### src/rtl/sec_rtc_pkg.sv
package sec_rtc_pkg;
  localparam logic [4:0] OFS_STATUS = 5'h00;
  localparam logic [4:0] OFS_CFG    = 5'h04;
  localparam logic [4:0] OFS_TIME   = 5'h0C;
  localparam logic [4:0] OFS_ALARM  = 5'h10;
  localparam logic [4:0] OFS_SYS    = 5'h08;

  typedef struct packed {
    logic wrStatus;
    logic wrCfg;
    logic wrTime;
    logic wrAlarm;
    logic wrSys;
    logic secTick;
    logic fastTick;
  } rtcStrb_t;
endpackage

### src/rtl/sec_rtc_ctrl.sv
module sec_rtc_ctrl
  import sec_rtc_pkg::*;
#(
  parameter int PRESCALE = 100_000_000,
  parameter int FAST_DIV = 25_000_000,
  parameter int SETTLE   = 500
) (
  input  logic     clk,
  input  logic     rstN,
  input  logic     winSel,
  input  logic [4:0] addr,
  input  logic     wrEn,
  output logic     busy,
  output rtcStrb_t strb
);
  localparam int PW = (PRESCALE > 1) ? $clog2(PRESCALE) : 1;
  localparam int FW = (FAST_DIV > 1) ? $clog2(FAST_DIV) : 1;

  logic [PW-1:0] preCnt;
  logic [FW-1:0] fastCnt;
  logic secTick, fastTick, accept;

  assign secTick  = (preCnt == PW'(PRESCALE - 1));
  assign fastTick = (fastCnt == FW'(FAST_DIV - 1));
  assign accept   = wrEn && !busy;

  always_ff @(posedge clk) begin
    if (!rstN) begin
      preCnt  <= '0;
      fastCnt <= '0;
    end else begin
      preCnt  <= secTick ? '0 : preCnt + 1'b1;
      fastCnt <= fastTick ? '0 : fastCnt + 1'b1;
    end
  end

  generate
    if (SETTLE > 0) begin : g_settle
      localparam int BW = $clog2(SETTLE + 1);
      logic [BW-1:0] busyCnt;
      always_ff @(posedge clk) begin
        if (!rstN)              busyCnt <= '0;
        else if (accept)        busyCnt <= BW'(SETTLE);
        else if (busyCnt != '0) busyCnt <= busyCnt - 1'b1;
      end
      assign busy = (busyCnt != '0);
    end else begin : g_nosettle
      assign busy = 1'b0;
    end
  endgenerate

  always_comb begin
    strb          = '0;
    strb.secTick  = secTick;
    strb.fastTick = fastTick;
    if (accept) begin
      if (winSel) begin
        strb.wrSys = (addr == OFS_SYS);
      end else begin
        strb.wrStatus = (addr == OFS_STATUS);
        strb.wrCfg    = (addr == OFS_CFG);
        strb.wrTime   = (addr == OFS_TIME);
        strb.wrAlarm  = (addr == OFS_ALARM);
      end
    end
  end
endmodule

### src/rtl/sec_rtc_dp.sv
module sec_rtc_dp
  import sec_rtc_pkg::*;
#(
  parameter int TW = 32
) (
  input  logic          clk,
  input  logic          rstN,
  input  rtcStrb_t      strb,
  input  logic          winSel,
  input  logic [4:0]    addr,
  input  logic [TW-1:0] wdata,
  output logic [TW-1:0] rdata,
  output logic          irq,
  output logic [TW-1:0] timeQ,
  output logic          causeQ,
  output logic [1:0]    maskQ
);
  logic [TW-1:0] alarmQ, timeNext;
  logic [2:0]    cfgQ;
  logic          statusQ, timeUpd, alarmHit, perHit, evt;

  assign timeNext = strb.wrTime ? wdata : timeQ + 1'b1;
  assign timeUpd  = strb.wrTime | strb.secTick;
  assign alarmHit = timeUpd && cfgQ[0] && (timeNext == alarmQ);
  assign perHit   = cfgQ[1] && (cfgQ[2] ? strb.secTick : strb.fastTick);
  assign evt      = alarmHit | perHit;

  always_ff @(posedge clk) begin
    if (!rstN) begin
      timeQ   <= '0;
      alarmQ  <= '0;
      cfgQ    <= '0;
      statusQ <= 1'b0;
      causeQ  <= 1'b0;
      maskQ   <= '0;
    end else begin
      if (timeUpd)      timeQ  <= timeNext;
      if (strb.wrAlarm) alarmQ <= wdata;
      if (strb.wrCfg)   cfgQ   <= wdata[2:0];
      if (strb.wrSys)   maskQ  <= wdata[3:2];
      if (evt)                              statusQ <= 1'b1;
      else if (strb.wrStatus && wdata[0])   statusQ <= 1'b0;
      if (evt)                              causeQ  <= 1'b1;
      else if (strb.wrSys && !wdata[0])     causeQ  <= 1'b0;
    end
  end

  assign irq = causeQ & maskQ[0];

  always_comb begin
    rdata = '0;
    if (winSel) begin
      if (addr == OFS_SYS) begin
        rdata[0]   = causeQ;
        rdata[3:2] = maskQ;
      end
    end else begin
      case (addr)
        OFS_STATUS: rdata[0]   = statusQ;
        OFS_CFG:    rdata[2:0] = cfgQ;
        OFS_TIME:   rdata      = timeQ;
        OFS_ALARM:  rdata      = alarmQ;
        default:    rdata      = '0;
      endcase
    end
  end
endmodule

### src/rtl/sec_rtc.sv
module sec_rtc
  import sec_rtc_pkg::*;
#(
  parameter int PRESCALE = 100_000_000,
  parameter int FAST_DIV = 25_000_000,
  parameter int SETTLE   = 500
) (
  input  logic        clk,
  input  logic        rstN,
  input  logic        winSel,
  input  logic [4:0]  addr,
  input  logic        wrEn,
  input  logic [31:0] wdata,
  output logic [31:0] rdata,
  output logic        busy,
  output logic        irq
);
  rtcStrb_t    strb;
  logic [31:0] timeQ;
  logic        causeQ;
  logic [1:0]  maskQ;

  sec_rtc_ctrl #(.PRESCALE(PRESCALE), .FAST_DIV(FAST_DIV), .SETTLE(SETTLE)) u_ctrl (
    .clk(clk), .rstN(rstN), .winSel(winSel), .addr(addr), .wrEn(wrEn),
    .busy(busy), .strb(strb)
  );

  sec_rtc_dp #(.TW(32)) u_dp (
    .clk(clk), .rstN(rstN), .strb(strb), .winSel(winSel), .addr(addr),
    .wdata(wdata), .rdata(rdata), .irq(irq), .timeQ(timeQ),
    .causeQ(causeQ), .maskQ(maskQ)
  );
endmodule

### config.mk
export PLATFORM = sky130hd
export DESIGN_NAME = sec_rtc
export DESIGN_NICKNAME = d
export VERILOG_FILES = /design/src/rtl/sec_rtc_pkg.sv /design/src/rtl/sec_rtc_ctrl.sv /design/src/rtl/sec_rtc_dp.sv /design/src/rtl/sec_rtc.sv
export SDC_FILE = /design/constraint.sdc
export NUM_CORES = 1
export LEC_CHECK = 0
export BUFFER_PORTS_ARGS = -buffer_cell sky130_fd_sc_hd__buf_2
export CAP_MARGIN = 0
export CORE_ASPECT_RATIO = 0.9
export CORE_MARGIN = 2
export CORE_UTILIZATION = 55
export CTS_CLUSTER_DIAMETER = 60
export DETAILED_ROUTE_END_ITERATION = 10
export PLACE_DENSITY = 0.83
export SYNTH_ARGS = -nofsm -noshare
export SYNTH_HDL_FRONTEND = slang
export SYNTH_HIERARCHICAL = 1
export SYNTH_SLANG_ARGS = --single-unit
export TNS_END_PERCENT = 1
### constraint.sdc
create_clock -name clk -period 4.3 [get_ports clk]
set_input_delay 0.43 -clock clk [delete_from_list [all_inputs] [get_ports clk]]
set_output_delay 0.43 -clock clk [all_outputs]
set_load 0.02 [all_outputs]
==> out/metrics.csv <==
metric,value,unit
status,finished clean,
cts-root-buf,clkbuf_16,
hp-class,in2reg,
synth_area_leaders,"dfxtp_1 32%, nor2_1 7.8%, xor2_1 6.8%, mux2i_1 4.9%, xnor2_1 4.7%",
drt-initial-drc-count,1108,
hpwlAfterDp,16.4,mm
via_per_inst,6.24,
start_util,56.4,%
layout-drive-gt1-share,14.0,%
antennaDiodeCount,0,
postSynthCellCount,1048,
ctsHoldBuffers,0,
dr.pass1.iters,6,
yosysMostFrequentCell,nor2_1,
crit_chain,inv_1 > ha_1 > or4b_4 > nor2_8 > nand4_1 > nor3_2 > buf_12 > nor2b_1 > o31ai_1 > and4_1 > a311oi_1 > o2111ai_1 > nor4_1 > nand4_1 > o21ai_1,
tightestPinTransition,0.933,ns
yosys_warnings,6,
path_buf_inv,2,
syn_avg_cell_area,7.94,sq um
fillers,1274,
grt_pass1_wl,38.3,mm
grt_max_degree,61,
area_growth,11.4,%
skew,0.00696,ns
finalSetupTns,0,ns
timing.fmax,272,MHz
die_w,134,microns
fin_crit,3.68,ns
placed_area,8700,sq um
antenna_found_initial,0,
cts_sinks,132,
layout.nets,1119,
cp.required,4.65,ns
synth_seq_cells,132,
num_rows,42,
die_area,16100,sq um
syn_nets,1093,
grt_overflow_total,0,
routed_wire_length_per_instance,18.5,microns
synth_cell_type_count,79,
synth_top_area_share,31.7,%
slew_headroom,37.8,%
drc,0,
finalMaxSlewViolations,0,
clk_path_buf_depth,2,
die_h,121,microns
synth_seq_area_share,31.7,%
cpPeakStageDelay,0.55,ns
crit_fanout,60,
finalSetupViolCount,0,
fin_cells,1285,
crit_type,reg2reg,
cts_resized,0,
cp-start-kind,flop,
ys.flop_type,dfxtp_1,
io_buffers,74,
regArea,2640,sq um
arrival,4.03,ns
placeableCoreArea,14800,sq um
h-tree-depth,4,
gp_congestion,0.977,
p_leak,3.30,nW
cts_inserted_buffers,17,
ys_async_sr_fraction,0,%
multi_input_area,5270,sq um
drv_cap,0,
wirelength,23.8,mm
cp_common_cell,nand4_1,
rsz0062_at_grt,no,
worstSkewPairLatency,0.43,ns
synth_edf_count,0,
vdd_ir_drop_max,0.000419,V
vias,8020,
finalCritPeriodShare,85.6,%
cts_tree,done,
hold_viol_final,0,
post_cts_buffers,0,
stdcell_area,9280,sq um
power_density,339,nW/um^2
clkSlewWorstSetupHoldPaths,0.05,ns
yosysTopAreaCell,dfxtp_1,
crit_family,simple AND/OR/NAND/NOR gates,
track_usage,29.9,%
end_kind,flop,
cp_slowest_cell,or4b_4,
placed_cells_incl_taps,1253,
ant_nets,0,
ios,75,
first_global_vias,7326,
ys_top_cells_by_count,"173 x nor2_1, 132 x dfxtp_1, 72 x nand2_1, 65 x xor2_1, 48 x nand3_1",
synth_area,8320,sq um
-- metal layers --
metal,global-route usage [%],wire (microns)
met1,41.5,10500
met5,0,0
met2,45.4,10300
met4,9.77,563
met3,7.55,2370
-- worst register-to-register path, delay by kind of cell (launching register included) --
kind            cells  cell delay (ns)
buf+inv             2             0.38
simple gates        8             2.00
compound gates      4             0.59
flops               1             0.33
fa+ha+maj           1             0.30
-- per-stage QoR --
| stage | utilization (%) | power, mW | setup WS, ns | hold slack (ns) |
|---|---|---|---|---|
| after floorplan | - | 1.65 | 0.817 | 0.429 |
| after global placement | 58.9 | 1.74 | 0.905 | 0.441 |
| after detailed placement | 58.9 | 1.76 | 0.727 | 0.461 |
| after CTS | 62.8 | 3.15 | 0.661 | 0.257 |
| after global routing | 62.8 | 3.26 | 0.343 | 0.266 |
| final | 62.8 | 3.15 | 0.620 | 0.264 |
-- worst paths after layout --
check | startpoint | to | slack (ns) | cells past startpoint
setup / recovery | u_ctrl/g_settle.busyCnt[0] | u_dp/statusQ | 0.62 | 15
setup reg to reg | u_ctrl/g_settle.busyCnt[0] | u_dp/statusQ | 0.62 | 15
hold reg to reg | u_ctrl/fastCnt[0] | u_ctrl/fastCnt[0] | 0.47 | 1
hold / removal | wdata[11] | u_dp/alarmQ[11] | 0.26 | 3
-- layout make-up --
class                           count  share of cell area [%]
Tap cell                          198                    2.67
Multi-Input combinational cell    817                    56.8
Timing Repair Buffer               84                    4.94
Sequential cell                   132                    28.5
Clock inverter                      8                   0.796
Clock buffer                       24                    5.41
Inverter                           22                   0.890
-- where the power goes --
| part | switching (mW) | internal (mW) |
|---|---|---|
| clock network | 0.534 | 0.868 |
| logic | 0.247 | 0.179 |
| registers | 0.0530 | 1.27 |
-- state kept, by name (all words and copies together) (netlist names) --
signal,cells
u_dp/causeQ,1
u_ctrl/preCnt,27
u_dp/cfgQ,3
u_dp/maskQ,2
u_dp/timeQ,32
u_ctrl/fastCnt,25
u_dp/statusQ,1
u_ctrl/g_settle.busyCnt,9
u_dp/alarmQ,32
-- layout by cell type, fill, tap and decap left out, types with 20 or more instances in the layout --
cell type  netlist  final
inv_1           21     20
a21oi_1         33     33
xnor2_1         45     45
buf_2           17     74
xor2_1          65     65
nand3_1         48     48
nor2_1         173    173
a211oi_1        21     21
mux2i_1         41     41
a22oi_1         32     32
dfxtp_1        132    132
nand2_1         72     72
nand4_1         33     33
o21ai_0         22     22
-- logic make-up (layout without fill, tap and decap cells) --
family / count (synthesis) / count (layout) / share of synthesized area [%]
muxes: 45 / 45 / 5.47
adders and majority gates: 4 / 4 / 0.601
xor gates and xnor gates: 110 / 110 / 11.6
AOI/OAI and AO/OA: 177 / 177 / 14.9
and+or+nand+nor: 481 / 481 / 30.5
DFF: 132 / 132 / 31.7
buffers and inverters: 99 / 138 / 5.13
No activity file was read; power rests on OpenSTA's default activity.
